===== src/rtl/sleep_cmp_pkg.sv =====
package sleep_cmp_pkg;

  localparam int unsigned ADDR_W    = 3;
  localparam int unsigned DATA_W    = 32;
  localparam int unsigned N_CH      = 2;
  localparam int unsigned N_FLAG    = N_CH + 1;
  localparam int unsigned RUN_BIT   = 11;
  localparam int unsigned WRAP_FLAG = 0;

  typedef enum logic [ADDR_W-1:0] {
    REG_CTRL  = 3'd0,
    REG_A_LO  = 3'd1,
    REG_A_HI  = 3'd2,
    REG_B_LO  = 3'd3,
    REG_B_HI  = 3'd4,
    REG_FLAGS = 3'd5,
    REG_MASK  = 3'd6,
    REG_COUNT = 3'd7
  } reg_addr_e;

  // channel ch owns low half at 1+2*ch, high half at 2+2*ch, flag bit 1+ch
  function automatic logic [ADDR_W-1:0] lo_addr(input int unsigned ch);
    return ADDR_W'(1 + 2 * ch);
  endfunction

  function automatic logic [ADDR_W-1:0] hi_addr(input int unsigned ch);
    return ADDR_W'(2 + 2 * ch);
  endfunction

endpackage


===== src/rtl/sleep_cmp_counter.sv =====
module sleep_cmp_counter #(
  parameter int unsigned CNT_W = 32
) (
  input  logic             clk,
  input  logic             rst_n,
  input  logic             run,
  input  logic             tick_en,
  output logic [CNT_W-1:0] cnt_q,
  output logic [CNT_W-1:0] cnt_nxt,
  output logic             step,
  output logic             wrap
);

  logic [CNT_W-1:0] cnt_d;

  always_comb begin
    step    = run & tick_en;
    cnt_nxt = cnt_q + 1'b1;
    wrap    = step & (&cnt_q);
    cnt_d   = step ? cnt_nxt : cnt_q;
  end

  always_ff @(posedge clk or negedge rst_n) begin
    if (!rst_n) cnt_q <= '0;
    else        cnt_q <= cnt_d;
  end

endmodule


===== src/rtl/sleep_cmp_channel.sv =====
module sleep_cmp_channel #(
  parameter int unsigned CNT_W = 32,
  localparam int unsigned HALF_W = CNT_W / 2
) (
  input  logic              clk,
  input  logic              rst_n,
  input  logic              wr_lo,
  input  logic              wr_hi,
  input  logic [HALF_W-1:0] wdata,
  input  logic              run,
  input  logic              step,
  input  logic [CNT_W-1:0]  cnt_q,
  input  logic [CNT_W-1:0]  cnt_nxt,
  output logic [CNT_W-1:0]  cmp_q,
  output logic              hit
);

  logic [HALF_W-1:0] hold_q, hold_d;
  logic [CNT_W-1:0]  cmp_d;
  logic [CNT_W-1:0]  staged;
  logic              tick_hit, late_hit;

  always_comb begin
    staged   = {wdata, hold_q};
    hold_d   = wr_lo ? wdata : hold_q;
    cmp_d    = wr_hi ? staged : cmp_q;
    tick_hit = step & (cnt_nxt == cmp_q);
    late_hit = wr_hi & run & (staged == cnt_q);
    hit      = tick_hit | late_hit;
  end

  always_ff @(posedge clk or negedge rst_n) begin
    if (!rst_n) begin
      hold_q <= '1;
      cmp_q  <= {{HALF_W{1'b0}}, {HALF_W{1'b1}}};
    end else begin
      hold_q <= hold_d;
      cmp_q  <= cmp_d;
    end
  end

endmodule


===== src/rtl/sleep_cmp_flags.sv =====
module sleep_cmp_flags #(
  parameter int unsigned N_FLAG = 3
) (
  input  logic              clk,
  input  logic              rst_n,
  input  logic [N_FLAG-1:0] set_ev,
  input  logic              wr_flags,
  input  logic              wr_mask,
  input  logic [N_FLAG-1:0] wdata,
  output logic [N_FLAG-1:0] flag_q,
  output logic [N_FLAG-1:0] mask_q,
  output logic              irq
);

  logic [N_FLAG-1:0] flag_d, mask_d, clr;

  always_comb begin
    clr    = wr_flags ? wdata : '0;
    flag_d = (flag_q & ~clr) | set_ev;
    mask_d = wr_mask ? wdata : mask_q;
    irq    = |(flag_q & mask_q);
  end

  always_ff @(posedge clk or negedge rst_n) begin
    if (!rst_n) begin
      flag_q <= '0;
      mask_q <= '0;
    end else begin
      flag_q <= flag_d;
      mask_q <= mask_d;
    end
  end

endmodule


===== src/rtl/sleep_cmp_top.sv =====
module sleep_cmp_top
  import sleep_cmp_pkg::*;
#(
  parameter int unsigned CNT_W = 32
) (
  input  logic              clk,
  input  logic              rst_n,
  input  logic              tick_en,
  input  logic              bus_wr,
  input  logic [ADDR_W-1:0] bus_addr,
  input  logic [DATA_W-1:0] bus_wdata,
  output logic [DATA_W-1:0] bus_rdata,
  output logic              irq
);

  localparam int unsigned HALF_W = CNT_W / 2;

  logic [1:0]        rst_sync;
  logic              rst_n_s;
  logic              run_q, run_d;
  logic [CNT_W-1:0]  cnt_q, cnt_nxt;
  logic              step, wrap;
  logic [CNT_W-1:0]  cmp_q [N_CH];
  logic [N_CH-1:0]   ch_hit;
  logic [N_FLAG-1:0] set_ev, flag_q, mask_q;
  logic              wr_flags, wr_mask;
  logic              unused_wbits;

  always_ff @(posedge clk or negedge rst_n) begin
    if (!rst_n) rst_sync <= 2'b00;
    else        rst_sync <= {rst_sync[0], 1'b1};
  end
  assign rst_n_s = rst_sync[1];

  always_comb begin
    run_d = (bus_wr && bus_addr == REG_CTRL) ? bus_wdata[RUN_BIT] : run_q;
  end

  always_ff @(posedge clk or negedge rst_n_s) begin
    if (!rst_n_s) run_q <= 1'b0;
    else          run_q <= run_d;
  end

  sleep_cmp_counter #(.CNT_W(CNT_W)) cnt_i (
    .clk    (clk),
    .rst_n  (rst_n_s),
    .run    (run_q),
    .tick_en(tick_en),
    .cnt_q  (cnt_q),
    .cnt_nxt(cnt_nxt),
    .step   (step),
    .wrap   (wrap)
  );

  for (genvar ch = 0; ch < N_CH; ch++) begin : g_ch
    sleep_cmp_channel #(.CNT_W(CNT_W)) ch_i (
      .clk    (clk),
      .rst_n  (rst_n_s),
      .wr_lo  (bus_wr && bus_addr == lo_addr(ch)),
      .wr_hi  (bus_wr && bus_addr == hi_addr(ch)),
      .wdata  (bus_wdata[HALF_W-1:0]),
      .run    (run_q),
      .step   (step),
      .cnt_q  (cnt_q),
      .cnt_nxt(cnt_nxt),
      .cmp_q  (cmp_q[ch]),
      .hit    (ch_hit[ch])
    );
  end

  assign set_ev   = {ch_hit, wrap};
  assign wr_flags = bus_wr && bus_addr == REG_FLAGS;
  assign wr_mask  = bus_wr && bus_addr == REG_MASK;

  sleep_cmp_flags #(.N_FLAG(N_FLAG)) flg_i (
    .clk     (clk),
    .rst_n   (rst_n_s),
    .set_ev  (set_ev),
    .wr_flags(wr_flags),
    .wr_mask (wr_mask),
    .wdata   (bus_wdata[N_FLAG-1:0]),
    .flag_q  (flag_q),
    .mask_q  (mask_q),
    .irq     (irq)
  );

  always_comb begin
    bus_rdata = '0;
    case (bus_addr)
      REG_CTRL:  bus_rdata[RUN_BIT] = run_q;
      REG_A_LO:  bus_rdata = DATA_W'(cmp_q[0][HALF_W-1:0]);
      REG_A_HI:  bus_rdata = DATA_W'(cmp_q[0][CNT_W-1:HALF_W]);
      REG_B_LO:  bus_rdata = DATA_W'(cmp_q[1][HALF_W-1:0]);
      REG_B_HI:  bus_rdata = DATA_W'(cmp_q[1][CNT_W-1:HALF_W]);
      REG_FLAGS: bus_rdata = DATA_W'(flag_q);
      REG_MASK:  bus_rdata = DATA_W'(mask_q);
      REG_COUNT: bus_rdata = DATA_W'(cnt_q);
      default:   bus_rdata = '0;
    endcase
  end

  assign unused_wbits = &{1'b0, bus_wdata};

endmodule


===== config.mk =====
export PLATFORM = sky130hd
export DESIGN_NAME = sleep_cmp_top
export DESIGN_NICKNAME = d
export VERILOG_FILES = /design/src/rtl/sleep_cmp_pkg.sv /design/src/rtl/sleep_cmp_counter.sv /design/src/rtl/sleep_cmp_channel.sv /design/src/rtl/sleep_cmp_flags.sv /design/src/rtl/sleep_cmp_top.sv
export SDC_FILE = /design/constraint.sdc
export NUM_CORES = 1
export LEC_CHECK = 0
export BUFFER_PORTS_ARGS = -buffer_cell sky130_fd_sc_hd__buf_2
export CAP_MARGIN = 20
export CORE_UTILIZATION = 67
export CTS_BUF_LIST = sky130_fd_sc_hd__clkbuf_4 sky130_fd_sc_hd__clkbuf_8
export CTS_CLUSTER_SIZE = 10
export DETAILED_ROUTE_END_ITERATION = 12
export PLACE_DENSITY = 0.95
export SYNTH_ARGS = -nofsm -noshare
export SYNTH_HDL_FRONTEND = slang
export SYNTH_HIERARCHICAL = 1
export SYNTH_SLANG_ARGS = --single-unit

===== constraint.sdc =====
create_clock -name clk -period 12.8 [get_ports clk]
set_clock_uncertainty 0.05 [all_clocks]
set_input_delay 2.56 -clock clk [delete_from_list [all_inputs] [get_ports clk]]
set_output_delay 2.56 -clock clk [all_outputs]
set_load 0.02 [all_outputs]

==> flow_summary.json <==
{
  "port_buffers": 55,
  "yosysSeqAreaShare": 0.422,
  "clock-root-buffer": "clkbuf_8",
  "startpoint_type": "input port",
  "synth_warnings": 6,
  "hp-class": "flop to async pin",
  "outcome": "completed",
  "synth_fa_ha_area_frac": 0.00150,
  "path_class": "input port to primary output",
  "drive_gt1_frac": 0.274,
  "gp_congestion": 1.08,
  "met2WireLength_um": 11200,
  "htreeDepth": 4,
  "post_cts_buffers": 0,
  "antenna_cells": 0,
  "rsz0062_at_grt": "no",
  "cts_resized": 0,
  "drt_first_pass_iters": 5,
  "synth_seq_cells": 137,
  "setup_viol": 0,
  "synth_simple_gate_area_share": 0.135,
  "grt.overflow.total": 0,
  "dp_hpwl_um": 17400,
  "max_freq_mhz": 133,
  "final_area_um2": 9120,
  "required_ns": 10.19,
  "grt_pass1_wl_um": 38200,
  "core_um2": 12100,
  "dieArea_um2": 12900,
  "cts.clk_slew.worst_paths_ns": 0.07,
  "synthArstFlopShare": 1.00,
  "num_vias": 6454,
  "ios": 72,
  "yosysUniqueCellTypes": 52,
  "final_common_cell": "xnor2_1",
  "clkSinkCount": 137,
  "pre_cts_ws_ns": 5.44,
  "synth_top_family_by_area": "XOR/XNOR gates",
  "mostFrequentLayoutCells": "xnor2_1, mux2_1, dfrtp_1",
  "numCtsBuffers": 17,
  "initial_core_util": 0.689,
  "final_nets": 830,
  "endpoint_kind": "primary output",
  "grt_max_degree": 88,
  "wl_met3_um": 2370,
  "cp_data_arrival_time_ns": 4.90,
  "fin_crit_sh": 0.587,
  "cts_buffer_depth": 2,
  "routed_via_density": 6.65,
  "row_count": 40,
  "ir_drop_mv": 0.113,
  "synth_fp_nets": 785,
  "drc_errors": 0,
  "drv_slew": 0,
  "syn_inst": 745,
  "syn_area_um2": 8310,
  "synthMuxAreaShare": 0.166,
  "p_per_area_nw_per_um2": 158,
  "die_w_um": 113,
  "drt-met1-wl_um": 9490,
  "period_minus_slack_ns": 7.51,
  "antenna_left": 0,
  "antenna_found_initial": 0,
  "synth_compound_area_frac": 0.0534,
  "area_growth_pct": 9.69,
  "clkLatencyLatePin_ns": 0.47,
  "grt_usage": 0.412,
  "synth_edf_count": 0,
  "avgSynthCellArea_um2": 11.2,
  "ys.flop_type": "dfrtp_1",
  "p_leak_uw": 0.00367,
  "hold_viol_final": 0,
  "dieHeight_um": 113,
  "fillers": 820,
  "tightest_slew_ns": 1.23,
  "drt-initial-drc-count": 711,
  "setup_slack_ns": 5.29,
  "synth-xor-area-share": 0.193,
  "placed_cell_area_um2": 8660,
  "grt_pass1_vias": 6639,
  "cp_max_fo": 31,
  "top_layer": "met4",
  "cts_tree": "done",
  "maxCapViolCount": 0,
  "wl_um": 24700,
  "postCtsHoldBufs": 0,
  "slew_headroom": 0.180,
  "setup_tns_ns": 0,
  "wl_per_cell_um": 25.5
}
## sequential cells by signal (all words and copies together), names as in the netlist
signal and cells:
flg_i/mask_q 3, g_ch.ch_i/hold_q 32, run_q 1, cnt_i/cnt_q 32, rst_sync 2, g_ch.ch_i/cmp_q 64, flg_i/flag_q 3
## cells by family (layout without fill, tap and decap cells)
group                      after synthesis  after routing
adders and majority gates                1              1
xor gates and xnor gates               183            183
muxes                                  120            120
and+or+nand+nor                        202            202
other                                    1              1
DFF                                    137            137
buffers and inverters                   48            106
AOI/OAI and AO/OA                       53             53
## cell usage after synthesis, types with 2 or more instances
| cell type | instances | share of area |
|---|---|---|
| xnor2_1 | 137 | 0.14 |
| dfrtp_1 | 73 | 0.22 |
| mux2_1 | 73 | 0.099 |
| dfstp_2 | 64 | 0.20 |
| xor2_1 | 46 | 0.048 |
| nand4_1 | 40 | 0.030 |
| mux2_2 | 37 | 0.050 |
| nor2_1 | 32 | 0.014 |
| nand2_1 | 30 | 0.014 |
| nand3_1 | 21 | 0.013 |
| a221oi_1 | 20 | 0.021 |
| nor4_1 | 18 | 0.014 |
| nor3_1 | 17 | 0.010 |
| and2_1 | 16 | 0.012 |
| buf_2 | 15 | 0.0090 |
| inv_1 | 12 | 0.0054 |
| clkbuf_1 | 10 | 0.0045 |
| mux2_4 | 9 | 0.016 |
| a21oi_1 | 5 | 0.0030 |
| a22oi_1 | 5 | 0.0045 |
| nor2b_1 | 5 | 0.0038 |
| nor4_2 | 5 | 0.0075 |
| buf_4 | 4 | 0.0036 |
| o22ai_1 | 4 | 0.0030 |
| a21o_1 | 3 | 0.0027 |
| a221oi_2 | 3 | 0.0054 |
| a222oi_1 | 3 | 0.0036 |
| and3_1 | 3 | 0.0023 |
| buf_6 | 3 | 0.0041 |
| o21ai_1 | 3 | 0.0018 |
| or3_1 | 3 | 0.0023 |
| and4_1 | 2 | 0.0021 |
| buf_1 | 2 | 0.00090 |
| nand2b_1 | 2 | 0.0015 |
| o211ai_1 | 2 | 0.0018 |
| o41ai_2 | 2 | 0.0039 |
## through the flow
step / hold slack (ns) / utilization / total power, uW / cells
global route: 0.321 / 0.756 / 1490 / 971
detailed placement: 0.288 / 0.718 / 1040 / 938
global placement: 0.293 / 0.718 / 1020 / 938
finish: 0.296 / 0.756 / 1440 / 971
CTS: 0.314 / 0.754 / 1430 / 970
floorplan: 0.281 / - / 917 / 745
## report_power, final
part           total, uW  internal [uW]  switching [uW]
Clock                384            210             174
Sequential           698            571             127
Combinational        359            180             179
Total               1440            960             481
## path summary, 6_finish.rpt
check                      slack [ns]                     endpoint  depth (start not counted)                       start
min                              0.30  cnt_i/cnt_q[30]$_DFFE_PN0P_                          0       rst_sync[1]$_DFF_PN0_
min in group clk                 0.31        rst_sync[1]$_DFF_PN0_                          0       rst_sync[0]$_DFF_PN0_
min reg2reg                      0.30  cnt_i/cnt_q[30]$_DFFE_PN0P_                          0       rst_sync[1]$_DFF_PN0_
max in group asynchronous       10.78        rst_sync[1]$_DFF_PN0_                          1                       rst_n
max                              5.29                 bus_rdata[9]                          5                 bus_addr[2]
max reg2reg                      8.36    flg_i/flag_q[2]$_DFF_PN0_                         10  cnt_i/cnt_q[2]$_DFFE_PN0P_
## critical path, cell delays in order
cell and delay (ns):
buf_2 0.63, nor2b_1 1.04, a221oi_1 0.21, nor2_1 0.23, buf_2 0.20
## per-layer routing
layer | vias up | GRT usage
met5 | - | 0
met4 | 0 | 0.289
met3 | 109 | 0.103
met2 | 394 | 0.627
met1 | 3204 | 0.519
li1 | 2747 | -
## area by class of cell
cell class | instances | area, um^2 | share of cell area
repair buffers | 61 | 340 | 0.0373
well taps | 168 | 210 | 0.0230
inverters | 13 | 48.8 | 0.00535
flip-flops and latches | 137 | 3510 | 0.385
multi-input cells | 560 | 4580 | 0.502
clock inverters | 11 | 145 | 0.0159
clock buffers | 21 | 283 | 0.0310
(Power assumes the default switching activity.)
